## src/rtl/ppc_cfg_pkg.sv

```systemverilog
package ppc_cfg_pkg;
  typedef enum logic [1:0] {
    FLD_NONE = 2'd0,
    FLD_NS   = 2'd1,
    FLD_SP   = 2'd2,
    FLD_NSP  = 2'd3
  } fld_e;

  localparam logic [1:0] SZ_BYTE = 2'd0;
  localparam logic [1:0] SZ_HALF = 2'd1;
  localparam logic [1:0] SZ_WORD = 2'd2;

  localparam int INT_PPCS = 2;
  localparam int ADDR_W   = 12;

  function automatic int max3(int a, int b, int c);
    int m;
    m = (a > b) ? a : b;
    return (m > c) ? m : c;
  endfunction
endpackage

```

## src/rtl/ppc_cfg_decode.sv

```systemverilog
module ppc_cfg_decode
  import ppc_cfg_pkg::*;
#(
  parameter int NUM_APB_EXP = 4,
  parameter int NUM_AHB_EXP = 4,
  parameter int IDX_W       = 4
) (
  input  logic             nonsec_win,
  input  logic [9:0]       word_addr,
  output logic             hit,
  output fld_e             fld,
  output logic [IDX_W-1:0] slot
);
  localparam int APB_BASE = INT_PPCS;
  localparam int AHB_BASE = INT_PPCS + NUM_APB_EXP;

  int idx;
  assign idx = int'(word_addr[1:0]);

  always_comb begin
    fld  = FLD_NONE;
    slot = '0;
    if (word_addr[9:6] == 4'h0) begin
      case (word_addr[5:2])
        4'h6: if (!nonsec_win && idx < NUM_AHB_EXP) begin
          fld = FLD_NS;  slot = IDX_W'(AHB_BASE + idx);
        end
        4'h7: if (!nonsec_win && idx < INT_PPCS) begin
          fld = FLD_NS;  slot = IDX_W'(idx);
        end
        4'h8: if (!nonsec_win && idx < NUM_APB_EXP) begin
          fld = FLD_NS;  slot = IDX_W'(APB_BASE + idx);
        end
        4'hA: if (idx < NUM_AHB_EXP) begin
          fld = nonsec_win ? FLD_NSP : FLD_SP;  slot = IDX_W'(AHB_BASE + idx);
        end
        4'hB: if (idx < INT_PPCS) begin
          fld = nonsec_win ? FLD_NSP : FLD_SP;  slot = IDX_W'(idx);
        end
        4'hC: if (idx < NUM_APB_EXP) begin
          fld = nonsec_win ? FLD_NSP : FLD_SP;  slot = IDX_W'(APB_BASE + idx);
        end
        default: ;
      endcase
    end
  end

  assign hit = (fld != FLD_NONE);
endmodule

```

## src/rtl/ppc_cfg_slot.sv

```systemverilog
module ppc_cfg_slot
  import ppc_cfg_pkg::*;
#(
  parameter int PORTS = 16,
  parameter int W     = 16
) (
  input  logic         clk,
  input  logic         rst_n,
  input  logic         wr_en,
  input  fld_e         wr_fld,
  input  logic [31:0]  wr_data,
  output logic [W-1:0] ns_q,
  output logic [W-1:0] sp_q,
  output logic [W-1:0] nsp_q,
  output logic [W-1:0] nonsec_o,
  output logic [W-1:0] priv_o
);
  function automatic logic [31:0] port_mask();
    logic [31:0] m;
    for (int i = 0; i < 32; i++) m[i] = (i < PORTS);
    return m;
  endfunction

  localparam logic [31:0] MASK32 = port_mask();

  logic [W-1:0] wr_masked;
  assign wr_masked = W'(wr_data & MASK32);

  always_ff @(posedge clk or negedge rst_n) begin
    if (!rst_n) begin
      ns_q  <= '0;
      sp_q  <= '0;
      nsp_q <= '0;
    end else if (wr_en) begin
      case (wr_fld)
        FLD_NS:  ns_q  <= wr_masked;
        FLD_SP:  sp_q  <= wr_masked;
        FLD_NSP: nsp_q <= wr_masked;
        default: ;
      endcase
    end
  end

  assign nonsec_o = ns_q;
  assign priv_o   = (ns_q & nsp_q) | (~ns_q & sp_q);

  assert_ns_write_R2: assert property (@(posedge clk) disable iff (!rst_n)
    (wr_en && wr_fld == FLD_NS) |=> (32'(nonsec_o) == ($past(wr_data) & MASK32)));

  assert_sp_write_R5: assert property (@(posedge clk) disable iff (!rst_n)
    (wr_en && wr_fld == FLD_SP) |=> (32'(sp_q) == ($past(wr_data) & MASK32)) && $stable(ns_q));

  assert_idle_hold_R10: assert property (@(posedge clk) disable iff (!rst_n)
    !wr_en |=> $stable(ns_q) && $stable(sp_q) && $stable(nsp_q));
endmodule

```

## src/rtl/ppc_priv_cfg.sv

```systemverilog
module ppc_priv_cfg
  import ppc_cfg_pkg::*;
#(
  parameter int INT0_PORTS  = 4,
  parameter int INT1_PORTS  = 1,
  parameter int EXP_PORTS   = 16,
  parameter int NUM_APB_EXP = 4,
  parameter int NUM_AHB_EXP = 4,
  localparam int NUM_PPC    = INT_PPCS + NUM_APB_EXP + NUM_AHB_EXP,
  localparam int W          = max3(INT0_PORTS, INT1_PORTS, EXP_PORTS)
) (
  input  logic                          clk,
  input  logic                          rst_n,
  input  logic                          req_valid,
  input  logic                          req_nonsec,
  input  logic                          req_write,
  input  logic [1:0]                    req_size,
  input  logic [ADDR_W-1:0]             req_addr,
  input  logic [31:0]                   req_wdata,
  output logic                          rsp_valid,
  output logic [31:0]                   rsp_rdata,
  output logic [NUM_PPC-1:0][W-1:0]     ppc_nonsec_o,
  output logic [NUM_PPC-1:0][W-1:0]     ppc_priv_o
);
  localparam int IDX_W = $clog2(NUM_PPC);

  logic             dec_hit;
  fld_e             dec_fld;
  logic [IDX_W-1:0] dec_slot;

  ppc_cfg_decode #(
    .NUM_APB_EXP(NUM_APB_EXP), .NUM_AHB_EXP(NUM_AHB_EXP), .IDX_W(IDX_W)
  ) u_decode (
    .nonsec_win(req_nonsec), .word_addr(req_addr[ADDR_W-1:2]),
    .hit(dec_hit), .fld(dec_fld), .slot(dec_slot)
  );

  logic wr_ok;
  assign wr_ok = req_valid && req_write && (req_size == SZ_WORD) && dec_hit;

  logic [W-1:0] ns_arr  [NUM_PPC];
  logic [W-1:0] sp_arr  [NUM_PPC];
  logic [W-1:0] nsp_arr [NUM_PPC];

  for (genvar g = 0; g < NUM_PPC; g++) begin : g_slot
    localparam int PP = (g == 0) ? INT0_PORTS : (g == 1) ? INT1_PORTS : EXP_PORTS;
    ppc_cfg_slot #(.PORTS(PP), .W(W)) u_slot (
      .clk(clk), .rst_n(rst_n),
      .wr_en(wr_ok && (dec_slot == IDX_W'(g))),
      .wr_fld(dec_fld), .wr_data(req_wdata),
      .ns_q(ns_arr[g]), .sp_q(sp_arr[g]), .nsp_q(nsp_arr[g]),
      .nonsec_o(ppc_nonsec_o[g]), .priv_o(ppc_priv_o[g])
    );
  end

  logic [W-1:0] rd_word;
  always_comb begin
    case (dec_fld)
      FLD_NS:  rd_word = ns_arr[dec_slot];
      FLD_SP:  rd_word = sp_arr[dec_slot];
      FLD_NSP: rd_word = nsp_arr[dec_slot];
      default: rd_word = '0;
    endcase
  end

  logic [31:0] rd32, rd_shift, rd_lane;
  assign rd32     = 32'(rd_word);
  assign rd_shift = rd32 >> {req_addr[1:0], 3'b000};
  always_comb begin
    case (req_size)
      SZ_BYTE: rd_lane = rd_shift & 32'h0000_00FF;
      SZ_HALF: rd_lane = rd_shift & 32'h0000_FFFF;
      default: rd_lane = rd32;
    endcase
  end

  logic rd_req;
  assign rd_req = req_valid && !req_write;

  always_ff @(posedge clk or negedge rst_n) begin
    if (!rst_n) begin
      rsp_valid <= 1'b0;
      rsp_rdata <= '0;
    end else begin
      rsp_valid <= rd_req;
      rsp_rdata <= rd_req ? rd_lane : '0;
    end
  end

  assert_rsp_R11: assert property (@(posedge clk) disable iff (!rst_n)
    rd_req |=> rsp_valid);

  assert_quiet_R11: assert property (@(posedge clk) disable iff (!rst_n)
    !rd_req |=> !rsp_valid && (rsp_rdata == '0));

  assert_narrow_wr_R7: assert property (@(posedge clk) disable iff (!rst_n)
    (req_valid && req_write && req_size != SZ_WORD) |=>
      $stable(ppc_nonsec_o) && $stable(ppc_priv_o));

  assert_ns_window_R6: assert property (@(posedge clk) disable iff (!rst_n)
    (req_valid && req_write && req_nonsec) |=> $stable(ppc_nonsec_o));

  assert_unmapped_R10: assert property (@(posedge clk) disable iff (!rst_n)
    (rd_req && !dec_hit) |=> (rsp_rdata == '0));
endmodule

```

## config.mk

```make
export PLATFORM = sky130hd
export DESIGN_NAME = ppc_priv_cfg
export DESIGN_NICKNAME = d
export VERILOG_FILES = /design/src/rtl/ppc_cfg_pkg.sv /design/src/rtl/ppc_cfg_decode.sv /design/src/rtl/ppc_cfg_slot.sv /design/src/rtl/ppc_priv_cfg.sv
export SDC_FILE = /design/constraint.sdc
export NUM_CORES = 1
export LEC_CHECK = 0
export CAP_MARGIN = 15
export CORE_UTILIZATION = 57
export CTS_CLUSTER_DIAMETER = 120
export DETAILED_ROUTE_END_ITERATION = 10
export PLACE_DENSITY = 0.87
export SYNTH_ARGS = -nofsm -noshare
export SYNTH_HDL_FRONTEND = slang
export SYNTH_SLANG_ARGS = --single-unit
```

## constraint.sdc

```tcl
create_clock -name clk -period 2.39 [get_ports clk]
set_input_delay 0.3585 -clock clk [delete_from_list [all_inputs] [get_ports clk]]
set_output_delay 0.3585 -clock clk [all_outputs]
set_load 0.01 [all_outputs]
```

==> flow_summary_export.csv, run 1 <==
group,metric,value,unit
clock_network,htree_num_levels,2,
sta,fin_worst_skew,0.0410,ns
sta,finalCriticalPeriod,2.74,ns
sta,setup_viol_count_final,386,
global_routing,grt_max_degree,78,
floorplanning,dieWidth,198,µm
finish,layout_commonest_cell,"mux2_2",
placed_design,io_buffers,317,
power,power,15.3,mW
outcome,run_status,"finished, violations left",
power,ir_drop,0.000691,V
synthesis,synthDistinctLibCells,86,
floorplanning,die_height,198,µm
clock_network,root_buffer,"clkbuf_16",
finish,final_cell_mix,"mux2_2 (457), dfrtp_1 (416), clkdlybuf4s50_1 (306)",
outcome,violations,"setup timing",
drt,wl_per_cell,34.4,µm
setup_path,path_max_fanout,4,
sta,fin_ws,-0.349,ns
clock_network,cts_tree,"done",
setup_path,worstSetupStartpointType,"input pin",
sta,hold_viol,0,
global_routing,met2_usage,73.5,%
floorplanning,dieArea,39100,µm²
synthesis,netlist_area,21800,µm²
global_routing,antenna_found_initial,6,
sta,rsz0062_at_grt,"true",
global_routing,grt_overflow_total,0,
synthesis,synth_top_area_share,47.7,%
placed_design,gp_congestion,1.02,
synthesis,syn_inst,1789,
sta,fmax,365,MHz
finish,fin_util,83.9,%
setup_path,critical_path_class,"input pin to flop",
drt,vias,20300,
global_routing,grt_use_total,48.3,%
floorplanning,io_pins,404,
synthesis,yosys_warnings,0,
finish,layout-drive-gt1-share,47.2,%
floorplanning,start_util,58.0,%
global_routing,grt-busiest-layer,"met2",
clock_network,cts_sinks,416,
finish,fin_cells,2932,
synthesis,synthFlopType,"dfrtp_1",
sta,drv_slew,0,
clock_network,cts_buffer_depth,3,
synthesis,synth_area_leaders,"dfrtp_1 (48%), mux2_2 (24%), mux2_4 (2.8%), buf_4 (2.6%), nand2_1 (2.2%)",
sta,period_share,115,%
global_routing,grt_pass1_wl,136000,µm
setup_path,arrival,3.21,ns
placed_design,dp_hpwl,61200,µm
synthesis,synth_seq_cells,416,
floorplanning,core_area,37700,µm²
setup_path,cp.required,2.86,ns
sta,slew_headroom,42.2,%
drt,first_pass_iters,6,
synthesis,synth_area_leader_cell,"dfrtp_1",
placed_design,place_inst,2747,
drt,routed_wl,101000,µm
drt,drt_iter0_drc,2500,
power,power.density,483,nW/µm²
global_routing,gr-usage-met1,62.6,%
clock_network,cts_made_buffers,43,
clock_network,clkLatencyLatePin,0.61,ns
power,p_leak,15.0,nW
global_routing,met3_usage,12.9,%
synthesis,synth-async-reset-ratio,100,%
synthesis,syn_area_per_cell,12.2,µm²
synthesis,ys_seq_area_share,47.7,%
drt,drc,0,
synthesis,synth_enable_flop_cells,0,
drt,viasPerCell,6.93,
global_routing,grt_pass1_vias,19800,
clock_network,clk_pin_slew,0.06,ns
setup_path,endpoint_kind,"flop",
floorplanning,std_cell_rows,71,
finish,syn2layout_area_growth,44.8,%
worst_hold_path,hp-class,"input pin to async pin",
run,cap_violations,0,
finish,nets,2436,
drt,ant_nets,0,
sta,worst_pin_slew,0.867,ns
## cell type report
class,count,area [µm²]
multi-input cells,1234,11800
flip-flops and latches,416,10400
repair buffers,681,7220
fillers,1854,6050
clock buffers,62,1250
well taps,511,639
clock inverters,15,249
inverters,9,33.8
diodes,4,10.0
## worst max-delay path, cell delays in order
cell,delay (ns)
buf_6,0.09
or4_4,0.58
buf_6,0.16
a2111oi_4,0.31
buf_4,0.21
nor3_4,0.07
buf_6,0.16
a32o_2,0.23
o211ai_1,0.35
a21oi_2,0.15
or3_1,0.39
nor2b_1,0.16
## cell families after synthesis
family	share of synthesized area, %
xor gates and xnor gates	0.0401
DFF	47.7
and+or+nand+nor	7.59
muxes	29.4
other	0.0172
buffers and inverters	5.38
AOI/OAI and AO/OA	9.85
## sequential cells by signal, indices dropped and copies added (netlist names)
name / flops
g_slot.u_slot.nonsec_o: 133
g_slot.u_slot.nsp_q: 133
g_slot.u_slot.sp_q: 133
rsp_rdata: 16
rsp_valid: 1
## routing by layer
layer	vias up	wire length, µm	share of wire, %
li1	7714	-	-
met1	9945	35500	35
met2	2022	43400	43
met3	641	13200	13
met4	4	8780	8.7
met5	-	23	0.023
## power breakdown
group	internal (mW)	switching, mW
logic	0.280	0.607
clock network	4.29	3.05
registers	7.04	0.00135
total	11.6	3.66
## cell usage after synthesis (34+ instances only)
| library cell | number |
|---|---|
| buf_2 | 44 |
| mux2_2 | 466 |
| buf_4 | 77 |
| mux2_4 | 40 |
| a21oi_1 | 40 |
| clkbuf_1 | 65 |
| o21ai_0 | 42 |
| dfrtp_1 | 416 |
| o22ai_1 | 34 |
| nor2_1 | 43 |
| nand2_1 | 128 |
| nand3_1 | 38 |
## path summary, 6_finish.rpt
check                                                                  to  depth (start not counted)                              startpoint  slack [ns]
worst max-delay path                              rsp_rdata[11]$_DFF_PN0_                         12                            req_addr[10]       -0.35
worst min-delay path            g_slot[6].u_slot.nonsec_o[13]$_DFFE_PN0P_                          2                                   rst_n        0.30
worst max register to register                     rsp_rdata[7]$_DFF_PN0_                          9  g_slot[3].u_slot.nsp_q[15]$_DFFE_PN0P_        0.41
worst min register to register      g_slot[5].u_slot.sp_q[12]$_DFFE_PN0P_                          1   g_slot[5].u_slot.sp_q[12]$_DFFE_PN0P_        0.52
max in group asynchronous        g_slot[8].u_slot.nonsec_o[5]$_DFFE_PN0P_                          3                                   rst_n        1.11
min in group clk                    g_slot[5].u_slot.sp_q[12]$_DFFE_PN0P_                          1   g_slot[5].u_slot.sp_q[12]$_DFFE_PN0P_        0.52
## through the flow
stage / instance area, µm² / setup WS [ns] / hold slack (ns) / setup TNS [ns]
finish: 31600 / -0.349 / 0.305 / -40.94
global route: 31600 / -0.407 / 0.349 / -51.08
CTS: 30600 / -0.173 / 0.327 / -29.72
detailed placement: 27400 / -1.74 / 0.341 / -473.60
global placement: 27400 / -1.81 / 0.342 / -471.57
floorplan: 22300 / -0.541 / 0.0629 / -156.12
## what timing repair did
action / 4_1_cts / 5_1_grt
pin swaps: 63 / 60
resized for setup: 235 / 133
setup buffers: 51 / 34
endpoints found under the setup margin: 415 / 399
gates cloned: 20 / 5
hold buffers: 1 / 0
endpoints found under the hold margin: 47 / 0
No activity file was read; power rests on OpenSTA's default activity.
==> inputs of run 2 (changes only) <==
- CORE_ASPECT_RATIO: not set -> 0.5
- CORE_UTILIZATION: 57 -> 26
- PLACE_DENSITY: 0.87 -> 0.46
==> flow_summary_export.csv, run 2 (same netlist as run 1, synthesis figures left out) <==
group,metric,value,unit
outcome,run_status,"finished, violations left",
outcome,violations,"setup timing",
power,ir_drop,0.000440,V
finish,fin_util,38.0,%
setup_path,cpLargestDelayFamily,"compound AO/OA/AOI/OAI gates",
finish,final_cell_mix,"mux2_2 (464), dfrtp_1 (414), clkdlybuf4s50_1 (306)",
sta,hold_viol,0,
setup_path,startpoint,"req_nonsec",
placed_design,io_buffers,317,
placed_design,gp_congestion,0.885,
setup_path,path_max_fanout,7,
global_routing,grt_use_total,21.1,%
sta,worst_pin_slew,0.639,ns
power,p_leak,14.6,nW
finish,layout_commonest_cell,"mux2_2",
clock_network,cts_sinks,416,
floorplanning,io_pins,404,
setup_path,critical_path_class,"input pin to flop",
finish,diodes,0,
drt,ant_nets,0,
floorplanning,std_cell_rows,74,
setup_path,cp.required,2.86,ns
sta,finalCriticalPeriod,2.56,ns
run,cap_violations,0,
global_routing,antenna_found_initial,0,
setup_path,cp.depth,15,
setup_path,cpMostUsedCell,"buf_12",
power,power.density,486,nW/µm²
power,comb_power_share,5.7,%
setup_path,max_stage_delay,0.35,ns
setup_path,arrival,3.03,ns
sta,drv_slew,0,
clock_network,clkLatencyLatePin,0.61,ns
setup_path,ff2ff_path_depth,10,
sta,fin_worst_skew,0.0242,ns
clock_network,cts_buffer_depth,3,
power,clkPwrFrac,47.9,%
global_routing,grt_pass1_wl,131000,µm
finish,syn2layout_area_growth,43.3,%
sta,period_share,107,%
sta,rsz0062_at_grt,"true",
sta,setup_viol_count_final,128,
sta,fmax,391,MHz
setup_path,endpoint_kind,"flop",
global_routing,grt_overflow_total,0,
finish,multiInputGateArea,11200,µm²
finish,fill_cells,8082,
finish,nets,2402,
drt,wl_per_cell,26.3,µm
setup_path,crit_slowest_cell,"a211o_1",
drt,routed_wl,91600,µm
global_routing,grt_max_degree,72,
finish,postLayoutCellArea,31300,µm²
power,p_int,11.5,mW
worst_hold_path,hp-class,"input pin to async pin",
drt,first_pass_iters,6,
clock_network,htree_num_levels,2,
sta,fin_ws,-0.170,ns
placed_design,placed_area,28600,µm²
drt,drc,0,
floorplanning,core_area,82400,µm²
floorplanning,die_height,207,µm
power,power.switching,3.66,mW
floorplanning,dieArea,85200,µm²
clock_network,cts_made_buffers,43,
drt,drt_iter0_drc,1056,
clock_network,root_buffer,"clkbuf_16",
setup_path,worstSetupStartpointType,"input pin",
global_routing,grt_pass1_vias,18100,
setup_path,crit_chain,"buf_2 > and4bb_2 > a221oi_4 > buf_6 > o311ai_4 > buf_12 > nor2_4 > buf_12 > buf_12 > buf_4 > a22oi_2 > o21ai_1 > o211ai_1 > nand3_2 > a211o_1",
setup_path,critPathBufInv,6,
finish,regArea,10400,µm²
clock_network,clk_pin_slew,0.07,ns
setup_path,rr_startpoint,"g_slot[3].u_slot.nsp_q[15]$_DFFE_PN0P_",
placed_design,dp_hpwl,69500,µm
sta,slew_headroom,57.4,%
power,p_seq_share,46.3,%
floorplanning,dieWidth,412,µm
finish,layout-drive-gt1-share,45.2,%
power,switching_share,24.1,%
drt,viasPerCell,4.99,
drt,vias,17400,
clock_network,cts_tree,"done",
floorplanning,start_util,26.5,%
## run 2: path summary, 6_finish.rpt
path	end	slack, ns
worst max register to register	rsp_rdata[7]$_DFF_PN0_	0.45
worst min register to register	g_slot[5].u_slot.sp_q[12]$_DFFE_PN0P_	0.52
worst max-delay path	rsp_rdata[5]$_DFF_PN0_	-0.17
max in group asynchronous	g_slot[9].u_slot.sp_q[12]$_DFFE_PN0P_	1.26
worst min-delay path	g_slot[2].u_slot.nonsec_o[9]$_DFFE_PN0P_	0.28
min in group clk	rsp_valid$_DFF_PN0_	0.49
## run 2: area by class of cell
type	count	share of cell area, %
multi-input combinational	1233	35.9
timing repair buffer	648	21.5
clock inverter	13	0.600
inverter	9	0.108
tap	1102	4.41
sequential	416	33.3
clock buffer	65	4.16
## run 2: power by group through the flow
| stage | Sequential (mW) | Combinational, mW | Clock, mW |
|---|---|---|---|
| 2_1_floorplan | 7.18 | 0.368 | 0 |
| 3_3_place_gp | 7.17 | 0.811 | 0 |
| 3_5_place_dp | 7.17 | 0.811 | 0 |
| 4_1_cts | 7.04 | 0.868 | 7.42 |
| 5_1_grt | 7.03 | 0.949 | 7.72 |
| 6_report | 7.04 | 0.872 | 7.28 |
## run 2: metal layers
metal	GRT usage [%]	part of all wire [%]
met5	0	0
met4	5.38	2.4
met3	2.66	3.6
met2	37.3	51
met1	27.4	43
## run 2: through the flow
stage                     setup slack (ns)  hold WS (ns)  power, mW  setup TNS [ns]  cells
after floorplan                     -0.541        0.0629       7.54         -156.12   1858
after global placement               -1.53         0.311       7.98         -466.38   3366
after detailed placement             -1.57         0.311       7.98         -475.38   3366
after CTS                           -0.155         0.278       15.3           -1.65   3474
after global routing                -0.212         0.300       15.7          -10.24   3486
final                               -0.170         0.279       15.2           -3.23   3486
## run 2: what timing repair did
action | in CTS | in global routing
setup buffers | 27 | 14
endpoints found under the hold margin | 34 | 0
endpoints found under the setup margin | 418 | 240
pin swaps | 48 | 44
hold buffers | 1 | 0
cloned | 4 | 1
resized for setup | 149 | 72
==> inputs of run 3 (changes only) <==
- CORE_UTILIZATION: 26 -> 30
- PLACE_DENSITY: 0.46 -> 0.52
==> flow_summary_export.csv, run 3 (same netlist as run 1, synthesis figures left out) <==
group,metric,value,unit
setup_path,critical_path_class,"input pin to flop",
global_routing,antenna_found_initial,1,
placed_design,gp_congestion,0.926,
global_routing,grt_use_total,23.7,%
placed_design,placed_area,28400,µm²
floorplanning,dieArea,73900,µm²
power,p_leak,14.9,nW
outcome,violations,"DRC, setup timing",
power,p_seq_share,47.3,%
clock_network,cts_tree,"done",
power,comb_power_share,6.4,%
drt,viasPerCell,5.25,
finish,postLayoutCellArea,32100,µm²
placed_design,place_inst,3226,
power,power.density,463,nW/µm²
drt,drc,24,
outcome,run_status,"finished, violations left",
setup_path,cpLargestDelayFamily,"compound AO/OA/AOI/OAI gates",
setup_path,crit_chain,"buf_8 > buf_6 > buf_6 > xnor2_2 > mux2_4 > a2111o_1 > buf_6 > nand2_4 > buf_2 > o21ai_1 > o211ai_1 > nand3_2 > a211o_1",
global_routing,grt_pass1_wl,128000,µm
sta,period_share,108,%
drt,vias,17800,
sta,fin_ws,-0.185,ns
setup_path,crit_slowest_cell,"a2111o_1",
drt,wl_per_cell,26.9,µm
placed_design,place_ws,-1.63,ns
run,cap_violations,0,
sta,rsz0062_at_grt,"true",
setup_path,cp.required,2.86,ns
finish,layout_commonest_cell,"mux2_2",
floorplanning,core_area,71500,µm²
drt,ant_nets,0,
drt,drt_iter0_drc,1418,
power,p_int,11.3,mW
drt,first_pass_iters,10,
finish,fin_cells,3382,
finish,layout-drive-gt1-share,48.2,%
finish,fin_util,44.9,%
floorplanning,dieWidth,383,µm
power,ir_drop,0.000430,V
sta,slew_headroom,35.2,%
setup_path,max_stage_delay,0.44,ns
power,switching_share,24.2,%
clock_network,cts_buffer_depth,3,
setup_path,arrival,3.05,ns
global_routing,grt_overflow_total,0,
clock_network,cts_sinks,416,
global_routing,grt_max_degree,58,
floorplanning,io_pins,404,
finish,nets,2446,
finish,final_cell_mix,"mux2_2 (465), dfrtp_1 (416), clkdlybuf4s50_1 (306)",
drt,routed_wl,91100,µm
setup_path,endpoint_kind,"flop",
setup_path,worstSetupStartpointType,"input pin",
sta,fmax,388,MHz
sta,fin_worst_skew,0.0263,ns
clock_network,clk_pin_slew,0.07,ns
worst_hold_path,hp-class,"input pin to async pin",
sta,setup_viol_count_final,305,
global_routing,grt_pass1_vias,18600,
sta,hold_viol,0,
sta,finalCriticalPeriod,2.57,ns
setup_path,critPathBufInv,5,
floorplanning,start_util,30.5,%
placed_design,io_buffers,317,
clock_network,clkLatencyLatePin,0.58,ns
clock_network,cts_made_buffers,42,
sta,worst_pin_slew,0.968,ns
setup_path,path_max_fanout,5,
setup_path,cpMostUsedCell,"buf_6",
floorplanning,std_cell_rows,69,
clock_network,root_buffer,"clkbuf_16",
finish,syn2layout_area_growth,47.1,%
sta,drv_slew,0,
clock_network,htree_num_levels,2,
placed_design,dp_hpwl,65600,µm
floorplanning,die_height,193,µm
power,clkPwrFrac,46.2,%
power,power.switching,3.60,mW
## run 3: worst register-to-register path: stages (launching register included)
cell      delay, ns
dfrtp_1        0.45
mux2_2         0.30
a221oi_2       0.25
a211oi_2       0.07
buf_4          0.15
o221ai_1       0.08
and4_4         0.32
o22ai_2        0.09
## run 3: power groups by stage
stage | registers, mW | clock network, mW | logic, mW
2_1_floorplan | 7.18 | 0 | 0.368
3_3_place_gp | 7.17 | 0 | 0.810
3_5_place_dp | 7.17 | 0 | 0.808
4_1_cts | 7.04 | 6.97 | 0.937
5_1_grt | 7.04 | 7.24 | 1.03
6_report | 7.04 | 6.88 | 0.958
## run 3: area by class of cell
type                       count  area (µm²)
clock buffer                  63        1230
clock inverter                 9         149
inverter                       9        33.8
multi-input combinational   1236       11800
fill                        6617       39400
antenna                        1        2.50
timing repair buffer         690        7250
tap                          958        1200
sequential                   416       10400
## run 3: path summary, 6_finish.rpt
path | endpoint | slack (ns) | from | depth (start not counted)
hold reg to reg | g_slot[5].u_slot.sp_q[12]$_DFFE_PN0P_ | 0.52 | g_slot[5].u_slot.sp_q[12]$_DFFE_PN0P_ | 1
setup / recovery | rsp_rdata[5]$_DFF_PN0_ | -0.18 | req_addr[7] | 13
max in group asynchronous | g_slot[8].u_slot.nsp_q[9]$_DFFE_PN0P_ | 1.30 | rst_n | 3
min in group clk | rsp_valid$_DFF_PN0_ | 0.49 | req_write | 3
setup reg to reg | rsp_rdata[2]$_DFF_PN0_ | 0.55 | g_slot[3].u_slot.nonsec_o[2]$_DFFE_PN0P_ | 7
hold / removal | g_slot[4].u_slot.nonsec_o[3]$_DFFE_PN0P_ | 0.33 | rst_n | 2
## run 3: through the flow
stage               TNS, ns  power [mW]  hold WS (ns)
CTS                  -18.42        14.9         0.335
finish               -17.01        14.9         0.331
detailed placement  -443.35        7.98         0.339
global placement    -432.43        7.98         0.339
floorplan           -156.12        7.54        0.0629
global route         -24.21        15.3         0.373
## run 3: repair_timing
action                                  CTS  global route
resized for setup                       218           120
gates cloned                             14             5
hold buffers                              1             0
hold endpoints to repair                 39             0
endpoints found under the setup margin  416           416
pin swaps                                82            48
setup buffers                            55            15
## run 3: metal layers
layer | part of all wire (%) | vias to the layer above | routed length, µm | global-route usage [%]
met5 | 0 | - | 0 | 0
met3 | 5.1 | 130 | 4630 | 3.19
li1 | - | 7747 | - | -
met1 | 42 | 9341 | 38600 | 30.8
met2 | 50 | 541 | 45600 | 41.7
met4 | 2.4 | 0 | 2170 | 6.02
